## src/rtl/dtimer_pkg.sv

```systemverilog
package dtimer_pkg;
  // word index of each register (byte offset >> 2)
  localparam logic [2:0] IDX_LOAD  = 3'd0;
  localparam logic [2:0] IDX_VALUE = 3'd1;
  localparam logic [2:0] IDX_CTRL  = 3'd2;
  localparam logic [2:0] IDX_CLEAR = 3'd3;
  localparam logic [2:0] IDX_RAW   = 3'd4;
  localparam logic [2:0] IDX_MASK  = 3'd5;

  localparam int CTRL_W = 7;

  // bit 6..5 psel, 4 wide, 3 ie, 2 oneshot, 1 periodic, 0 en
  typedef struct packed {
    logic [1:0] psel;
    logic       wide;
    logic       ie;
    logic       oneshot;
    logic       periodic;
    logic       en;
  } ctrl_t;
endpackage

```

## src/rtl/dtimer_presc.sv

```systemverilog
module dtimer_presc #(
  parameter int MID_LOG = 4,
  parameter int HI_LOG  = 8
) (
  input  logic       clk,
  input  logic       rst,
  input  logic       run,
  input  logic       restart,
  input  logic [1:0] psel,
  output logic       tick
);
  localparam int PRE_W = HI_LOG;
  localparam logic [PRE_W-1:0] LIM_MID = PRE_W'((1 << MID_LOG) - 1);
  localparam logic [PRE_W-1:0] LIM_HI  = PRE_W'((1 << HI_LOG) - 1);

  logic [PRE_W-1:0] pre_q;
  logic [PRE_W-1:0] limit;

  always_comb begin
    case (psel)
      2'b01:   limit = LIM_MID;
      2'b10:   limit = LIM_HI;
      default: limit = '0;
    endcase
  end

  assign tick = run && (pre_q == limit);

  always_ff @(posedge clk) begin
    if (rst || restart || !run || tick) pre_q <= '0;
    else                                pre_q <= pre_q + 1'b1;
  end
endmodule

```

## src/rtl/dtimer_core.sv

```systemverilog
module dtimer_core
  import dtimer_pkg::*;
#(
  parameter int DATA_W   = 32,
  parameter int NARROW_W = 16
) (
  input  logic              clk,
  input  logic              rst,
  input  logic              tick,
  input  ctrl_t             ctrl,
  input  logic [DATA_W-1:0] load_q,
  input  logic              load_wr,
  input  logic              val_wr,
  input  logic              clr_wr,
  input  logic [DATA_W-1:0] wdata,
  output logic [DATA_W-1:0] count_q,
  output logic              raw_q,
  output logic              raw_d
);
  localparam logic [DATA_W-1:0] FULL   = '1;
  localparam logic [DATA_W-1:0] NARROW = DATA_W'((64'd1 << NARROW_W) - 64'd1);
  localparam logic [DATA_W-1:0] ONE    = DATA_W'(1);

  logic [DATA_W-1:0] mask;
  logic [DATA_W-1:0] count_d;
  logic              any_wr;
  logic              hit;

  assign mask   = ctrl.wide ? FULL : NARROW;
  assign any_wr = load_wr || val_wr;
  assign hit    = tick && !any_wr && (count_q == ONE);

  always_comb begin
    count_d = count_q;
    if (any_wr) begin
      count_d = wdata & mask;
    end else if (tick) begin
      if (count_q == '0) begin
        if (ctrl.oneshot)       count_d = '0;
        else if (ctrl.periodic) count_d = load_q & mask;
        else                    count_d = mask;
      end else begin
        count_d = count_q - ONE;
      end
    end
  end

  assign raw_d = hit ? 1'b1 : (clr_wr ? 1'b0 : raw_q);

  always_ff @(posedge clk) begin
    if (rst) begin
      count_q <= '0;
      raw_q   <= 1'b0;
    end else begin
      count_q <= count_d;
      raw_q   <= raw_d;
    end
  end
endmodule

```

## src/rtl/dtimer_regs.sv

```systemverilog
module dtimer_regs
  import dtimer_pkg::*;
#(
  parameter int DATA_W = 32,
  parameter int ADDR_W = 5
) (
  input  logic              clk,
  input  logic              rst,
  input  logic [ADDR_W-1:0] addr,
  input  logic [DATA_W-1:0] wdata,
  input  logic              we,
  input  logic [DATA_W-1:0] count,
  input  logic              raw,
  output ctrl_t             ctrl_q,
  output ctrl_t             ctrl_d,
  output logic [DATA_W-1:0] load_q,
  output logic              load_wr,
  output logic              val_wr,
  output logic              clr_wr,
  output logic [DATA_W-1:0] rdata
);
  localparam int IDX_W = ADDR_W - 2;

  logic [IDX_W-1:0]  idx;
  logic [DATA_W-1:0] rd_d;

  assign idx     = addr[ADDR_W-1:2];
  assign load_wr = we && (idx == IDX_W'(IDX_LOAD));
  assign val_wr  = we && (idx == IDX_W'(IDX_VALUE));
  assign clr_wr  = we && (idx == IDX_W'(IDX_CLEAR));
  assign ctrl_d  = (we && (idx == IDX_W'(IDX_CTRL))) ? ctrl_t'(wdata[CTRL_W-1:0]) : ctrl_q;

  always_comb begin
    rd_d = '0;
    case (idx)
      IDX_W'(IDX_LOAD):  rd_d = load_q;
      IDX_W'(IDX_VALUE): rd_d = count;
      IDX_W'(IDX_CTRL):  rd_d = DATA_W'(ctrl_q);
      IDX_W'(IDX_RAW):   rd_d = DATA_W'(raw);
      IDX_W'(IDX_MASK):  rd_d = DATA_W'(raw && ctrl_q.ie);
      default:           rd_d = '0;
    endcase
  end

  always_ff @(posedge clk) begin
    if (rst) begin
      ctrl_q <= '0;
      load_q <= '0;
      rdata  <= '0;
    end else begin
      ctrl_q <= ctrl_d;
      if (load_wr) load_q <= wdata;
      rdata <= rd_d;
    end
  end
endmodule

```

## src/rtl/dtimer_top.sv

```systemverilog
module dtimer_top
  import dtimer_pkg::*;
#(
  parameter int DATA_W   = 32,
  parameter int ADDR_W   = 5,
  parameter int NARROW_W = 16,
  parameter int MID_LOG  = 4,
  parameter int HI_LOG   = 8
) (
  input  logic              clk,
  input  logic              rst,
  input  logic [ADDR_W-1:0] bus_addr,
  input  logic [DATA_W-1:0] bus_wdata,
  input  logic              bus_we,
  output logic [DATA_W-1:0] bus_rdata,
  output logic              irq_o
);
  ctrl_t             ctrl_q;
  ctrl_t             ctrl_d;
  logic [DATA_W-1:0] load_q;
  logic [DATA_W-1:0] count_q;
  logic              load_wr;
  logic              val_wr;
  logic              clr_wr;
  logic              raw_q;
  logic              raw_d;
  logic              tick;
  logic              irq_q;

  dtimer_regs #(.DATA_W(DATA_W), .ADDR_W(ADDR_W)) u_regs (
    .clk(clk), .rst(rst), .addr(bus_addr), .wdata(bus_wdata), .we(bus_we),
    .count(count_q), .raw(raw_q), .ctrl_q(ctrl_q), .ctrl_d(ctrl_d),
    .load_q(load_q), .load_wr(load_wr), .val_wr(val_wr), .clr_wr(clr_wr),
    .rdata(bus_rdata)
  );

  dtimer_presc #(.MID_LOG(MID_LOG), .HI_LOG(HI_LOG)) u_presc (
    .clk(clk), .rst(rst), .run(ctrl_q.en), .restart(load_wr || val_wr),
    .psel(ctrl_q.psel), .tick(tick)
  );

  dtimer_core #(.DATA_W(DATA_W), .NARROW_W(NARROW_W)) u_core (
    .clk(clk), .rst(rst), .tick(tick), .ctrl(ctrl_q), .load_q(load_q),
    .load_wr(load_wr), .val_wr(val_wr), .clr_wr(clr_wr), .wdata(bus_wdata),
    .count_q(count_q), .raw_q(raw_q), .raw_d(raw_d)
  );

  always_ff @(posedge clk) begin
    if (rst) irq_q <= 1'b0;
    else     irq_q <= raw_d && ctrl_d.ie;
  end

  assign irq_o = irq_q;
endmodule

```

## config.mk

```make
export PLATFORM = sky130hd
export DESIGN_NAME = dtimer_top
export DESIGN_NICKNAME = d
export VERILOG_FILES = /design/src/rtl/dtimer_pkg.sv /design/src/rtl/dtimer_presc.sv /design/src/rtl/dtimer_core.sv /design/src/rtl/dtimer_regs.sv /design/src/rtl/dtimer_top.sv
export SDC_FILE = /design/constraint.sdc
export NUM_CORES = 1
export LEC_CHECK = 0
export BUFFER_PORTS_ARGS = -buffer_cell sky130_fd_sc_hd__clkbuf_2
export CAP_MARGIN = 0
export CORE_MARGIN = 10
export CORE_UTILIZATION = 60
export DETAILED_ROUTE_END_ITERATION = 16
export PLACE_DENSITY = 0.82
export SLEW_MARGIN = 20
export SYNTH_ARGS = -nofsm -noshare
export SYNTH_HDL_FRONTEND = slang
export SYNTH_HIERARCHICAL = 1
export SYNTH_SLANG_ARGS = --single-unit
```

## constraint.sdc

```tcl
create_clock -name clk -period 4.1 [get_ports clk]
set_input_delay 0.41 -clock clk [delete_from_list [all_inputs] [get_ports clk]]
set_output_delay 0.41 -clock clk [all_outputs]
set_load 0.1 [all_outputs]
```

---- Word level (Yosys, flattened, before mapping) ----
Index checks and enable logic that the tools add are counted.
operators by class
  multiplexer cells ....................... 11
  $add $sub $neg .......................... 2
  reduce and logical (&&, ||, !) cells .... 18
  bitwise gates (word level) .............. 2
  equal/unequal tests ..................... 9
operators by type and width
  cell                     count
  $mux W32                 6
  $pmux W32 S5             1
  $and A32 B32 Y32         2
  $eq A32 B1 Y1 const B    1
  $logic_not A32 Y1        1
  $sub A32 B1 Y32 const B  1
  $pmux W8 S2              1
  $logic_and A1 B1 Y1      9
  $add A8 B1 Y8 const B    1
  $eq A8 B8 Y1             1
  $eq A3 B2 Y1 const B     2
  $eq A3 B3 Y1 const B     2
  $logic_or A1 B1 Y1       4
  $mux W4                  1
  $eq A3 B1 Y1 const B     1
  $logic_not A3 Y1         1
  $eq A2 B1 Y1 const B     1
  $eq A2 B2 Y1 const B     1
  $logic_not A1 Y1         2
  $mux W1                  2
  $reduce_bool A2 Y1       1
word-level totals
  input bits .............................. 40
  flip-flop bits (word level) ............. 113
  logic and storage cells ................. 54

---- Depth between registers and ports, before layout ----
  depth in word-level cells ............... 8
  depth in mapped cells ................... 14

---- By module ----
The synthesis kept the hierarchy.
modules (own cells, without submodules)
  module        cells an instance  times used  area an instance (um^2)  sequential area each (um^2)
  dtimer_regs   287                1           2738.9                   1421.4
  dtimer_core   348                1           2562.5                   660.6
  dtimer_presc  45                 1           420.4                    160.2
  dtimer_top    3                  1           35.0                     20.0

---- Worst setup path before layout ----
No wires, ideal clock.
  path kind ............................... register to register
  start ................................... register, netlist name u_regs/ctrl_q[5]
  end ..................................... register u_core.count_q[17]
  required time ........................... 4.017 ns
  library setup time ...................... 0.083 ns
  arrival time ............................ 2.697 ns
  cell stages (with the launch flop) ...... 13
  period minus slack after synthesis ...... 2.781 ns
  buffers on the path ..................... 3
  setup slack ............................. 1.319 ns
  path through ............................ dfxtp_1 -> inv_1 -> ha_1 -> or4_4 -> o22ai_4 -> and3_1 -> clkbuf_1 -> and2_1 -> nand2b_1 -> clkbuf_1 -> or3_1 -> buf_2 -> o221ai_1
on the way
  word-level cells in the longest chain between the ends .. 5
  elaborated cells on any way between the ends .. 6
  those cells by class .................... eq/ne: 3; mux: 1; reduce/logical: 2
RTL lines
  what                                          RTL line            text
  $eq A2 B2 Y1 or $eq A2 B1 Y1 (tied branches)  dtimer_presc.sv:20  case (psel)
  $pmux W8 S2 *                                 dtimer_presc.sv:20
  $eq A8 B8 Y1 *                                dtimer_presc.sv:27  assign tick = run && (pre_q == limit);
  $logic_and A1 B1 Y1 *                         dtimer_presc.sv:27
  via tick                                      dtimer_top.sv:27    logic tick;
  $reduce_bool A2 Y1 (no source line) *         -
  end signal: assignment                        dtimer_core.sv:55   count_q <= count_d;
  end: declaration                              dtimer_core.sv:16   output logic [DATA_W-1:0] count_q,
Mark *: on every way through the listed nets, which the timed path passes. The rest lies on a longest branch.
A chain may end at the register's enable or synchronous reset.

---- Worst setup path after layout ----
  start ................................... register, netlist name u_regs/ctrl_q[5]
  end ..................................... register u_core.count_q[16]
on the way
  word-level cells in the longest chain between the ends .. 5
  elaborated cells on any way between the ends .. 6
  those cells by class .................... eq/ne: 3; mux: 1; reduce/logical: 2
RTL lines
  what                                          RTL line
  $eq A2 B2 Y1 or $eq A2 B1 Y1 (tied branches)  dtimer_presc.sv:20
  $pmux W8 S2 *                                 dtimer_presc.sv:20
  $eq A8 B8 Y1 *                                dtimer_presc.sv:27
  $logic_and A1 B1 Y1 *                         dtimer_presc.sv:27
  via tick                                      dtimer_top.sv:27
  $reduce_bool A2 Y1 (no source line) *         -
Marked as above.

==> flow_summary_export.csv <==
group,metric,value,unit
outcome,status,"complete, no violations",
layout,drive_above_1_share,21.5,%
pwr,peakVddDrop,0.000270,V
global_route,antenna_found_initial,0,
layout,multi_input_area,3140,um2
die,ios,73,
drt,drt-initial-drc-count,528,
worst_setup_path,cp_top_family,"simple AND/OR/NAND/NOR gates",
clock_network,cts.sinks,113,
synthesis,ys_ff_latch,113,
clock_network,cts_tree,"built",
worst_hold_path,hold_path_end,"u_regs/load_q[27]$_SDFFE_PP0P_",
pwr,clock_power_share,48.1,%
drt,num_vias,5428,
pwr,power_density,456,nW/um2
synthesis,syn-num-nets,727,
worst_setup_path,endpoint_kind,"flip-flop",
clock_network,cts_inserted_buffers,17,
timing,fin_crit,3370,ps
worst_hold_path,min_path_cells,3,
clock_network,postCtsSetupRepairBufs,0,
worst_setup_path,r2r_slack,730,ps
pwr,switchingPower,838,uW
die,die_h,118,um
clock_network,clkSlewWorstSetupHoldPaths,60,ps
clock_network,hold_buffers,0,
timing,setup_viol,0,
layout,fillers,702,
die,rows,35,
timing,final.setup_skew,8.71,ps
die,die-area,13900,um2
synthesis,synthArstFlopShare,0,%
timing,fin_tns_setup,0,ps
layout,final_common_cell,"dfxtp_1",
timing,whs,121,ps
worst_setup_path,path_max_fanout,12,
layout,syn_to_final_growth,16.6,%
worst_setup_path,r2r-end,"u_core/count_q[16]$_SDFFE_PP0P_",
layout,num-nets-final,780,
layout,seq_area,2260,um2
worst_setup_path,max_stage_delay,610,ps
layout,stdcell_count,878,
worst_setup_path,r2r-start,"u_regs/ctrl_q[5]$_SDFF_PP0_",
synthesis,synth_cell_type_count,66,
timing,hold_viol_final,0,
synthesis,synth_edf_count,0,
global_route,grt_use_total,22.9,%
synthesis,yosys_warnings,6,
global_route,grt_first_pass_wirelength,26600,um
placement,port_buffers,70,
timing,max-slew-margin-rel,31.1,%
timing,tightest_slew,1030,ps
clock_network,htreeDepth,4,
layout,layout_common_cells,"dfxtp_1, nand2_1, clkbuf_2",
pwr,finalPower,3.06,mW
synthesis,seq_area_frac_synth,39.3,%
global_route,grt_max_degree,48,
die,die_width,118,um
placement,dpl.hpwl,10300,um
worst_setup_path,reg2regPathDepth,9,
timing,drv_slew,0,
clock_network,cts_buffer_depth,2,
global_route,grt_pass1_vias,5450,
synthesis,synth.avg_cell_area,8.43,um2
drt,dr.pass1.iters,5,
worst_setup_path,critical_path_class,"reg -> reg",
worst_setup_path,worst_ep_arrival_time,3790,ps
drt,ant_nets,0,
worst_setup_path,slowest_stage,"or3_1",
synthesis,syn_inst,683,
pwr,combPwrFrac,14.3,%
pwr,p_sw_share,27.4,%
pwr,internal-power,2.22,mW
worst_setup_path,worstPathCellList,"inv_1 -> ha_1 -> or4_4 -> o22ai_4 -> and3_1 -> and2_1 -> nand2b_1 -> or3_1 -> o211ai_1",
clock_network,clock_latency,530,ps
clock_network,clock-root-buffer,"clkbuf_8",
placement,dp_cells,846,
drt,vias_per_cell,6.18,
drt,drt_drc_violations_left,0,
pwr,leakage,2.59,nW
worst_setup_path,crit_path_start_kind,"flip-flop",
layout,diodes,0,
timing,finalCritPeriodShare,82.1,%
die,initial_utilization,62.0,%
worst_hold_path,hold_start,"bus_wdata[27]",
drt,wl_per_cell,18.8,um
worst_hold_path,hold_path.class,"in -> reg",
timing,rsz0062_at_grt,"false",
drt,totalWireLength,16500,um
worst_setup_path,cp_num_buf_inv,1,
die,coreArea,9280,um2
clock_network,cts_resized,0,
job,cap_violations,0,
global_route,globalRouteOverflowTotal,0,
timing,max_freq,0.297,GHz
placement,place_congestion,0.869,
worst_setup_path,cp.required,4530,ps
synthesis,ys.flop_type,"dfxtp_1",
synthesis,syn-cell-area,5760,um2
pwr,power_frac_seq,37.6,%
==> synth_stat cells, types with 6 or more instances <==
| cell type | instances | area [um2] |
|---|---|---|
| a22oi_1 | 16 | 120 |
| nor4_1 | 7 | 43.8 |
| or2_2 | 11 | 68.8 |
| o21ai_0 | 18 | 90.1 |
| nand2b_1 | 6 | 37.5 |
| dfxtp_1 | 113 | 2260 |
| a2bb2oi_1 | 6 | 52.6 |
| xor2_1 | 9 | 78.8 |
| buf_2 | 10 | 50.1 |
| a21oi_2 | 10 | 87.6 |
| a21oi_1 | 54 | 270 |
| nor2_1 | 61 | 229 |
| clkbuf_1 | 32 | 120 |
| inv_1 | 27 | 101 |
| mux2i_1 | 38 | 380 |
| xnor2_1 | 15 | 131 |
| nand4_1 | 7 | 43.8 |
| nor3_1 | 16 | 80.1 |
| o22ai_1 | 10 | 62.6 |
| nor3b_1 | 7 | 52.6 |
| nand3_1 | 10 | 50.1 |
| or3_1 | 9 | 56.3 |
| o221ai_1 | 8 | 70.1 |
| nor2b_1 | 20 | 125 |
| nand2_2 | 11 | 68.8 |
| nand2_1 | 79 | 297 |
==> power by group through the flow <==
stage	clock network (mW)	registers, mW	logic (mW)
final	1.47	1.15	0.438
after global routing	1.53	1.15	0.461
after floorplan	0	1.18	0.311
after detailed placement	0	1.17	0.414
after global placement	0	1.17	0.405
after CTS	1.48	1.15	0.424
==> per-stage QoR <==
| stage | instance area (um2) | worst slack [ps] | util, % |
|---|---|---|---|
| 2_1_floorplan | 5760 | 1320 | - |
| 3_3_place_gp | 6120 | 736 | 65.9 |
| 3_5_place_dp | 6120 | 668 | 65.9 |
| 4_1_cts | 6710 | 816 | 72.3 |
| 5_1_grt | 6710 | 634 | 72.3 |
| 6_report | 6710 | 733 | 72.3 |
==> worst register-to-register path, stage by stage (launching register included) <==
cell      delay (ps)
dfxtp_1          350
inv_1             50
ha_1             220
or4_4            430
o22ai_4          270
and3_1           560
and2_1           360
nand2b_1         100
or3_1            610
o211ai_1         330
==> sequential cells by signal (all words and copies together) (netlist names) <==
| register | flops |
|---|---|
| u_core/raw_q | 1 |
| u_regs/rdata | 32 |
| irq_o | 1 |
| u_regs/load_q | 32 |
| u_regs/ctrl_q | 7 |
| u_core/count_q | 32 |
| u_presc/pre_q | 8 |
==> layout make-up <==
type / instances / area share, %
clock inverter: 13 / 2.41
clock buffer: 19 / 6.43
timing repair buffer: 82 / 6.56
tap: 129 / 2.41
multi-input combinational: 494 / 46.8
sequential: 113 / 33.7
inverter: 28 / 1.64
==> how the worst max path moves through the flow <==
stage / from / endpoint / slack (ps) / cells past startpoint
after floorplan: u_regs/ctrl_q[5]$_SDFF_PP0_ / u_core/count_q[17]$_SDFFE_PP0P_ / 1320 / 12
after global placement: bus_addr[3] / u_core/count_q[16]$_SDFFE_PP0P_ / 740 / 8
after detailed placement: bus_addr[3] / u_core/count_q[27]$_SDFFE_PP0P_ / 670 / 8
after CTS: u_regs/ctrl_q[5]$_SDFF_PP0_ / u_core/count_q[16]$_SDFFE_PP0P_ / 820 / 9
after global routing: u_regs/ctrl_q[5]$_SDFF_PP0_ / u_core/count_q[16]$_SDFFE_PP0P_ / 630 / 9
final: u_regs/ctrl_q[5]$_SDFF_PP0_ / u_core/count_q[16]$_SDFFE_PP0P_ / 730 / 9
==> per-layer routing <==
metal  global-route usage (%)  share of wire [%]  up-vias
met5                        0                  0        -
met4                     11.5                3.5        0
met3                     6.52                8.2       62
met2                     37.8                 48      285
met1                     26.5                 40     2565
li1                         -                  -     2516
==> kinds of logic after synthesis <==
group           count (synthesis)  synth area share, %
simple gates                  267                 23.9
buf+inv                        76                 6.11
compound gates                154                 18.2
mux                            45                 7.98
fa+ha+maj                       4                0.869
xor+xnor                       24                 3.65
flops                         113                 39.3
Note: power is estimated with default switching activity, not from simulation.
